===== src/rtl/lsi_pkg.sv =====
package lsi_pkg;

   localparam int LSI_BITS     = 6;
   localparam int LSI_QUAL_SRC = 4;

   typedef enum logic [1:0] {
      TRIG_TOGGLE    = 2'd0,
      TRIG_RISE      = 2'd1,
      TRIG_QUALIFIED = 2'd2
   } trig_e;

   // trigger kind of each event bit within a port
   function automatic trig_e trig_of(input int b);
      case (b)
         2:       return TRIG_RISE;
         3:       return TRIG_QUALIFIED;
         default: return TRIG_TOGGLE;
      endcase
   endfunction

endpackage


===== src/rtl/lsi_sync.sv =====
module lsi_sync #(
   parameter int W      = 6,
   parameter int STAGES = 2
) (
   input  logic         clk,
   input  logic         rst_n,
   input  logic [W-1:0] d,
   output logic [W-1:0] q
);

   logic [W-1:0] stg [STAGES];

   // while reset is held every stage follows the input directly
   always_ff @(posedge clk) begin
      stg[0] <= d;
      for (int i = 1; i < STAGES; i++) begin
         stg[i] <= rst_n ? stg[i-1] : d;
      end
   end

   assign q = stg[STAGES-1];

endmodule


===== src/rtl/lsi_evt.sv =====
module lsi_evt
   import lsi_pkg::*;
#(
   parameter int NB = LSI_BITS
) (
   input  logic          clk,
   input  logic [NB-1:0] lvl,
   output logic [NB-1:0] evt
);

   for (genvar b = 0; b < NB; b++) begin : g_bit
      if (trig_of(b) == TRIG_QUALIFIED) begin : g_qual
         assign evt[b] = lvl[b] & lvl[LSI_QUAL_SRC];
      end else begin : g_edge
         logic prev;
         always_ff @(posedge clk) prev <= lvl[b];
         if (trig_of(b) == TRIG_RISE) begin : g_rise
            assign evt[b] = lvl[b] & ~prev;
         end else begin : g_tog
            assign evt[b] = lvl[b] ^ prev;
         end
      end
   end

endmodule


===== src/rtl/lsi_port.sv =====
module lsi_port #(
   parameter int NB = 6
) (
   input  logic          clk,
   input  logic          rst_n,
   input  logic [NB-1:0] evt,
   input  logic [NB-1:0] clr,
   input  logic          en_we,
   input  logic [NB-1:0] wbits,
   output logic [NB-1:0] lat,
   output logic [NB-1:0] en
);

   always_ff @(posedge clk) begin
      if (!rst_n) begin
         lat <= '0;
         en  <= '0;
      end else begin
         // a new event outranks a clear landing in the same cycle
         lat <= (lat & ~clr) | evt;
         if (en_we) en <= wbits;
      end
   end

endmodule


===== src/rtl/lsi_bank.sv =====
module lsi_bank
   import lsi_pkg::*;
#(
   parameter int NUM_PORTS   = 4,
   parameter int ADDR_W      = 8,
   parameter int DATA_W      = 8,
   parameter int SYNC_STAGES = 2,
   parameter int PORT_STRIDE = 16,
   parameter int LATCH_OFS   = 4,
   parameter int ENABLE_OFS  = 5
) (
   input  logic                          clk,
   input  logic                          rst_n,
   input  logic [NUM_PORTS*LSI_BITS-1:0] st_live,
   input  logic [ADDR_W-1:0]             reg_addr,
   input  logic                          reg_we,
   input  logic [DATA_W-1:0]             reg_wdata,
   output logic [DATA_W-1:0]             reg_rdata,
   output logic                          irq
);

   localparam int NB     = LSI_BITS;
   localparam int STAT_W = NUM_PORTS * NB;

   if (NUM_PORTS < 1 || NUM_PORTS * PORT_STRIDE > (1 << ADDR_W)) begin : g_bad_ports
      $error("lsi_bank: port count does not fit the address space");
   end
   if (DATA_W <= NB) begin : g_bad_data
      $error("lsi_bank: data width must exceed the event bit count");
   end
   if (SYNC_STAGES < 2) begin : g_bad_sync
      $error("lsi_bank: at least two synchronizer stages required");
   end
   if (LATCH_OFS == ENABLE_OFS || LATCH_OFS >= PORT_STRIDE || ENABLE_OFS >= PORT_STRIDE) begin : g_bad_ofs
      $error("lsi_bank: register offsets overlap or leave the port window");
   end

   logic [STAT_W-1:0]    lvl_all;
   logic [STAT_W-1:0]    evt_all;
   logic [STAT_W-1:0]    clr_all;
   logic [STAT_W-1:0]    lat_all;
   logic [STAT_W-1:0]    en_all;
   logic [NUM_PORTS-1:0] en_we_v;
   logic [NB-1:0]        wbits;
   logic [DATA_W-1:0]    rd_next;
   logic                 unused_wdata_hi;

   assign wbits           = reg_wdata[NB-1:0];
   assign unused_wdata_hi = ^reg_wdata[DATA_W-1:NB];

   for (genvar p = 0; p < NUM_PORTS; p++) begin : g_port
      localparam logic [ADDR_W-1:0] A_LAT = ADDR_W'(p * PORT_STRIDE + LATCH_OFS);
      localparam logic [ADDR_W-1:0] A_EN  = ADDR_W'(p * PORT_STRIDE + ENABLE_OFS);

      lsi_sync #(.W(NB), .STAGES(SYNC_STAGES)) u_sync (
         .clk   (clk),
         .rst_n (rst_n),
         .d     (st_live[p*NB +: NB]),
         .q     (lvl_all[p*NB +: NB])
      );

      lsi_evt #(.NB(NB)) u_evt (
         .clk (clk),
         .lvl (lvl_all[p*NB +: NB]),
         .evt (evt_all[p*NB +: NB])
      );

      assign clr_all[p*NB +: NB] = (reg_we && reg_addr == A_LAT) ? wbits : '0;
      assign en_we_v[p]          = reg_we && reg_addr == A_EN;

      lsi_port #(.NB(NB)) u_port (
         .clk   (clk),
         .rst_n (rst_n),
         .evt   (evt_all[p*NB +: NB]),
         .clr   (clr_all[p*NB +: NB]),
         .en_we (en_we_v[p]),
         .wbits (wbits),
         .lat   (lat_all[p*NB +: NB]),
         .en    (en_all[p*NB +: NB])
      );
   end

   always_comb begin
      rd_next = '0;
      for (int p = 0; p < NUM_PORTS; p++) begin
         if (reg_addr == ADDR_W'(p * PORT_STRIDE + LATCH_OFS)) rd_next = DATA_W'(lat_all[p*NB +: NB]);
         if (reg_addr == ADDR_W'(p * PORT_STRIDE + ENABLE_OFS)) rd_next = DATA_W'(en_all[p*NB +: NB]);
      end
   end

   always_ff @(posedge clk) begin
      if (!rst_n) begin
         reg_rdata <= '0;
         irq       <= 1'b0;
      end else begin
         reg_rdata <= rd_next;
         irq       <= |(lat_all & en_all);
      end
   end

endmodule


===== config.mk =====
export PLATFORM = sky130hd
export DESIGN_NAME = lsi_bank
export DESIGN_NICKNAME = d
export VERILOG_FILES = /design/src/rtl/lsi_pkg.sv /design/src/rtl/lsi_sync.sv /design/src/rtl/lsi_evt.sv /design/src/rtl/lsi_port.sv /design/src/rtl/lsi_bank.sv
export SDC_FILE = /design/constraint.sdc
export NUM_CORES = 1
export LEC_CHECK = 0
export ABC_AREA = 1
export BUFFER_PORTS_ARGS = -buffer_cell sky130_fd_sc_hd__buf_2
export CELL_PAD_IN_SITES_DETAIL_PLACEMENT = 0
export CELL_PAD_IN_SITES_GLOBAL_PLACEMENT = 1
export CORE_MARGIN = 4
export CORE_UTILIZATION = 43
export CTS_CLUSTER_SIZE = 30
export DETAILED_ROUTE_END_ITERATION = 16
export GPL_TIMING_DRIVEN = 1
export HOLD_SLACK_MARGIN = 0.05
export PLACE_DENSITY_LB_ADDON = 0.1
export SETUP_SLACK_MARGIN = 0.3
export SKIP_CTS_REPAIR_TIMING = 1
export SLEW_MARGIN = 20
export SYNTH_ARGS = -nofsm -noshare
export SYNTH_HDL_FRONTEND = slang
export SYNTH_SLANG_ARGS = --single-unit

===== constraint.sdc =====
create_clock -name clk -period 1.55 [get_ports clk]
set_clock_uncertainty 0.05 [all_clocks]
set_input_delay 0.31 -clock clk [delete_from_list [all_inputs] [get_ports clk]]
set_output_delay 0.31 -clock clk [all_outputs]
set_load 0.01 [all_outputs]

==> key figures, run 1 <==
Cells and area
  – Final instance area: 0.00584 mm²
  – Nets@finish: 661
  – Syn-to-layout area delta: 33.2%
  – Layout cell share with drive strength beyond 1: 20.4%
  – Diode count: 0

Synthesis
  – Synthesized instance count: 525
  – Post-synthesis sequential area ratio: 56.1%
  – Syn_area_per_cell: 8.35 µm²
  – Cell variety after synth: 25
  – Mapped Area: 0.00439 mm²
  – Yosys Warn Count: 0
  – FF+latch count, synth: 123

GRT
  – Vias in the first global route: 3539
  – First-pass GRT wire length: 17600 µm
  – Gr ovfl total: 0
  – Total track usage: 20.0%
  – Initial antenna violation count: 0
  – Pin count of the biggest net entering global routing: 37

Job
  – Max Cap Viol: 0

Setup path
  – Crit end category: primary output
  – Startpoint types: flop
  – Delay of the slowest critical-path stage: 300 ps
  – WP data arrival: 930 ps
  – Kind of critical path: flop to primary output
  – Critical Path, Cell by Cell: buf_2
  – Crit path max-delay family: flip-flops
  – CP max-delay cell: dfxtp_1
  – WP data required: 1190 ps
  – CP bufs+invs: 1
  – Max FO, Critical Path: 1

Die
  – I/O Pins: 52
  – Chip width: 109 µm
  – Row cnt: 36
  – Initial core utilization: 44.5%
  – Die Span Y: 109 µm
  – Core ar.: 0.00986 mm²
  – Die ar.: 0.0119 mm²

Placed design
  – Dpl ws: -49.4 ps
  – Post-DP HPWL: 7910 µm
  – PortBufs: 47
  – DP Area: 0.00498 mm²
  – RD Place Congestion: 0.824

Pwr
  – Sequential share of power: 43.3%
  – Clock power share: 50.4%
  – Gate power share: 6.4%
  – PD cells: 1380 mW/mm²
  – Post-layout power: 0.00806 W
  – Leak: 2.52 nW
  – Internal power: 0.00626 W
  – Switch share: 22.3%
  – Worst VDD drop: 0.00154 V
  – Switching pwr: 0.00180 W

CTS
  – TritonCTS Buffers: 17
  – Maximum clock insertion buffer count: 2
  – CTS Sinks: 123
  – CTS tree: yes
  – Root buffer cell: clkbuf_8
  – Worst-Skew Late Latency: 510 ps
  – Clk pin slew, worst setup/hold paths: 50 ps
  – H-Tree Depth: 4

STA
  – Unrepaired setup endpoints after global routing: true
  – FMAX: 0.775 GHz
  – Final Setup Violations: 0
  – Period minus WS final: 1290 ps
  – Setup ws final: 259 ps
  – Slew Limit Fails: 0
  – Final Hold Fails: 0
  – Period utilisation layout: 83.3%

Drt
  – First drt pass iteration count: 4
  – ANT nets after route: 0
  – Drt wl/cell: 14.5 µm
  – Routed via count: 3683
  – Wirelength, routed: 11000 µm
  – Starting DRT DRC Count: 155
  – DRC viols: 0
  – Vias per cell: 4.82

Status
  – Status: finished, final reports clean

Worst hold path
  – Worst min-delay path class: primary input to flop
state kept, by name, summed over array words and instances, names as in the netlist:
register / count
g_port.u_sync.stg: 48
g_port.u_evt.g_bit.g_edge.prev: 20
g_port.u_port.en: 24
irq: 1
g_port.u_port.lat: 24
reg_rdata: 6
per-layer routing:
metal  up-vias  routed length, µm  track usage, %
met5         -                  0               0
met4         0                231            8.39
met3        23                518            5.09
met2        74               5360            33.3
met1      1677               4940            24.4
li1       1909                  -               -
metrics by stage:
step / util [%] / hold WS [ps] / setup TNS, ps / instances
global placement: 50.5 / 288 / -482 / 708
finish: 59.2 / 83.7 / 0 / 764
floorplan: - / 281 / 0 / 526
CTS: 56.8 / -162 / 0 / 740
global route: 59.2 / 81.2 / 0 / 764
detailed placement: 50.5 / 289 / -801 / 708
final timing paths:
check | slack (ps) | depth (start not counted) | to | start
worst max-delay path | 260 | 1 | irq | irq
worst min-delay path | 80 | 3 | g_port[3].u_port.en[5] | reg_wdata[5]
worst max register to register | 480 | 6 | reg_rdata[0] | g_port[1].u_port.lat[0]
worst min register to register | 300 | 0 | g_port[1].u_evt.g_bit[2].g_edge.prev | g_port[1].u_sync.stg[0][8]
cell usage in the layout, fill, tap and decap left out, types with 2 or more instances in the layout:
cell           netlist  routed
a21oi_1             48      48
buf_12               0       2
buf_2                2      47
buf_4                6      23
bufinv_16            0       4
clkbuf_16            0      16
clkbuf_8             0       2
clkinv_2             0       2
clkinvlp_4           0       3
conb_1               1       2
dfxtp_1            123     123
dlygate4sd3_1        0      24
inv_1               46      43
inv_2                7       7
inv_6                0       3
nand2_1            125     119
nand2_2              0       5
nand3_1             47      44
nand3_2              0       2
nand4_1             11      11
nor2_1              15      14
nor2_2               3       2
nor2_4               1       3
o2111ai_1            6       6
o21ai_0             30      21
o21ai_1              6      15
o31ai_1             12      12
xnor2_1             16      16
cell usage after synthesis, drive strengths merged:
| cell type | n | area [µm²] |
|---|---|---|
| xnor2 | 16 | 140 |
| o21ai | 36 | 180 |
| clkbuf | 14 | 52.6 |
| nand4 | 11 | 68.8 |
| a21oi | 48 | 240 |
| o2111ai | 6 | 52.6 |
| nand2 | 125 | 469 |
| o31ai | 12 | 90.1 |
| conb | 1 | 3.75 |
| nor2 | 19 | 86.3 |
| a31oi | 1 | 6.26 |
| a22o | 1 | 8.76 |
| nor3 | 3 | 31.3 |
| buf | 9 | 58.8 |
| nand3 | 47 | 235 |
| dfxtp | 123 | 2460 |
| inv | 53 | 199 |
cell families after synthesis:
group	share of synthesized area, %
compound gates	13.2
xor+xnor	3.20
buf+inv	7.08
flops	56.1
other cells	0.0855
simple gates	20.3
final cells by class:
cell class                      count  area (µm²)
Clock buffer                       19         432
Fill cell                         877        4020
Inverter                           53         225
Tap cell                          133         166
Multi-Input combinational cell    327        1680
Timing Repair Buffer               96         688
Sequential cell                   123        2460
Clock inverter                     13         188
power groups by stage:
| stage | logic [W] | clock network, W | registers (W) |
|---|---|---|---|
| after floorplan | 0.000291 | 0 | 0.00350 |
| after global placement | 0.000458 | 0 | 0.00355 |
| after detailed placement | 0.000465 | 0 | 0.00355 |
| after CTS | 0.000471 | 0.00414 | 0.00348 |
| after global routing | 0.000582 | 0.00432 | 0.00350 |
| final | 0.000512 | 0.00406 | 0.00349 |
(Power assumes the default switching activity.)
==> run 2: changes to the inputs <==
==> constraint.sdc (replaced) <==
create_clock -name clk -period 1.3 [get_ports clk]
set_clock_uncertainty 0.05 [all_clocks]
set_input_delay 0.26 -clock clk [delete_from_list [all_inputs] [get_ports clk]]
set_output_delay 0.26 -clock clk [all_outputs]
set_load 0.01 [all_outputs]
==> run 2 against run 1 <==
Wire length rose by 9.5%. Combinational power rose by 43%. Sequential share of layout area fell by 3.8 points. Worst setup slack got worse by 210 ps. Cell count rose by 2.2%. Cell area rose by 12%. Utilization rose by 7.0 points. Global-route usage rose by 0.54 points. Die area did not move. Hold slack got worse by 35 ps. Clock power rose by 16%. Largest cell class unchanged.
==> key figures, run 2 (synthesized netlist as in run 1, its figures left out) <==
Pwr
  – PD cells: 1470 mW/mm² (+6.8%)
  – Internal power: 0.00732 W (+17%)
  – Worst VDD drop: 0.00105 V (-32%)
  – Sequential share of power: 43.4% (about the same)
  – Gate power share: 7.6% (+1.2 points)
  – Leak: 2.78 nW (+10%)
  – Clock power share: 49.0% (-1.4 points)
  – Switching pwr: 0.00231 W (+28%)
  – Post-layout power: 0.00963 W (+20%)
  – Switch share: 24.0% (+1.7 points)

Setup path
  – Crit path max-delay family: flip-flops
  – WP data required: 990 ps (-200 ps)
  – CP Depth: 1 (unchanged)
  – Critical Path, Cell by Cell: buf_6
  – Setup crit end: reg_rdata[5]
  – Reg-to-reg startpoint: g_port[0].u_port.lat[4]
  – Crit path launch: reg_rdata[5]
  – CP max-delay cell: dfxtp_2
  – Kind of critical path: flop to primary output
  – Crit end category: primary output
  – Startpoint types: flop
  – R2R depth: 6 (unchanged)
  – Worst r2r dst: reg_rdata[4]
  – R2r setup slk: 300 ps (-180 ps)
  – Max FO, Critical Path: 1 (unchanged)
  – Delay of the slowest critical-path stage: 320 ps (+20 ps)
  – WP data arrival: 940 ps (about the same)
  – CP bufs+invs: 1 (unchanged)

STA
  – Period utilisation layout: 96.2%
  – Final Hold Fails: 0 (unchanged)
  – Max_slew headroom: 63.2%
  – Final Setup Violations: 0 (unchanged)
  – Period minus WS final: 1250 ps
  – Slew Limit Fails: 0 (unchanged)
  – Unrepaired setup endpoints after global routing: true
  – Setup ws final: 49.3 ps (-210 ps)
  – Actual slew at the worst max-slew pin: 551 ps
  – FMAX: 0.800 GHz

Drt
  – DRC viols: 0 (unchanged)
  – ANT nets after route: 0 (unchanged)
  – Starting DRT DRC Count: 181 (+17%)
  – Wirelength, routed: 12100 µm (+9.5%)
  – Routed via count: 3857 (+4.7%)
  – Drt wl/cell: 15.5 µm (+7.1%)
  – First drt pass iteration count: 4 (unchanged)
  – Vias per cell: 4.94 (+2.4%)

Die
  – Initial core utilization: 44.5% (unchanged)
  – Core ar.: 0.00986 mm² (unchanged)
  – Chip width: 109 µm (unchanged)
  – Row cnt: 36 (unchanged)
  – Die Span Y: 109 µm (unchanged)
  – Die ar.: 0.0119 mm² (unchanged)
  – I/O Pins: 52 (unchanged)

Worst hold path
  – Worst min-delay path class: primary input to flop

Cells and area
  – Nets@finish: 679 (+2.7%)
  – Commonest non-fill, non-tap cell in the layout: nand2_1
  – Top flop regs: g_port.u_sync.stg x48, g_port.u_port.en x24, g_port.u_port.lat x24
  – Most frequent cells in the layout: 115 x nand2_1, 99 x dfxtp_1, 42 x inv_1
  – Largest Register: g_port.u_sync.stg
  – Layout cell share with drive strength beyond 1: 36.4% (+16 points)
  – Syn-to-layout area delta: 49.0%
  – Max reg flops: 48 (unchanged)
  – Diode count: 0 (unchanged)

GRT
  – First-pass GRT wire length: 18100 µm (+2.5%)
  – Routing usage on met3: 5.80% (+0.71 points)
  – Met2 usage: 33.0% (-0.35 points)
  – Pin count of the biggest net entering global routing: 51 (+38%)
  – Met1 usage: 25.0% (+0.63 points)
  – Busiest grt layer: met2
  – Vias in the first global route: 3616 (+2.2%)
  – Initial antenna violation count: 0 (unchanged)
  – Total track usage: 20.5% (+0.54 points)
  – Gr ovfl total: 0 (unchanged)

CTS
  – TritonCTS Buffers: 17 (unchanged)
  – Clk pin slew, worst setup/hold paths: 60 ps (about the same)
  – Worst-Skew Late Latency: 510 ps (about the same)
  – CTS Sinks: 123 (unchanged)
  – CTS tree: yes
  – Root buffer cell: clkbuf_8
  – H-Tree Depth: 4 (unchanged)
  – Maximum clock insertion buffer count: 2 (unchanged)

Job
  – Max Cap Viol: 0 (unchanged)

Status
  – Status: finished, final reports clean

Placed design
  – RD Place Congestion: 0.880 (+6.8%)
  – PortBufs: 47 (unchanged)
  – Dpl ws: -230 ps (-181 ps)
  – Post-DP HPWL: 8220 µm (+3.9%)
==> run 2: layer usage <==
layer / up-vias / wire, µm
met4: 0 / 323
met1: 1786 / 5050
li1: 1953 / -
met5: - / 0
met2: 97 / 5990
met3: 21 / 734
==> run 2: through the flow <==
| step | cell area [µm²] | hold WS, ps | TNS (ps) | cells | util [%] |
|---|---|---|---|---|---|
| final | 6540 | 49.0 | 0 | 781 | 66.3 |
| after global routing | 6540 | 55.8 | 0 | 781 | 66.3 |
| after CTS | 5710 | -213 | -6.47 | 748 | 57.9 |
| after detailed placement | 5110 | 289 | -9780 | 717 | 51.8 |
| after global placement | 5110 | 286 | -8740 | 717 | 51.8 |
| after floorplan | 4530 | 238 | -828 | 526 | - |
==> run 2: power by group through the flow <==
stage | combinational [W] | clock, W | sequential [W]
final | 0.000734 | 0.00472 | 0.00418
after global routing | 0.000816 | 0.00499 | 0.00420
after CTS | 0.000598 | 0.00482 | 0.00415
after detailed placement | 0.000589 | 0 | 0.00423
after global placement | 0.000580 | 0 | 0.00423
after floorplan | 0.000353 | 0 | 0.00418
==> run 2: worst min path at each step <==
stage | from | endpoint | slack [ps] | cells after the start
floorplan | st_live[0] | g_port[0].u_sync.stg[0][0] | 240 | 0
global placement | g_port[2].u_sync.stg[0][8] | g_port[2].u_evt.g_bit[2].g_edge.prev | 290 | 0
detailed placement | g_port[2].u_sync.stg[0][8] | g_port[2].u_evt.g_bit[2].g_edge.prev | 290 | 0
CTS | st_live[22] | g_port[3].u_sync.stg[0][4] | -210 | 1
global route | rst_n | g_port[0].u_sync.stg[0][10] | 60 | 4
finish | rst_n | g_port[0].u_sync.stg[0][10] | 50 | 4
==> run 2: area by class of cell <==
type | count | area [µm²]
well taps | 133 | 166
repair buffers | 114 | 1010
flip-flops and latches | 123 | 2510
clock buffers | 17 | 414
fillers | 831 | 3330
clock inverters | 14 | 183
multi-input cells | 327 | 2020
inverters | 53 | 230
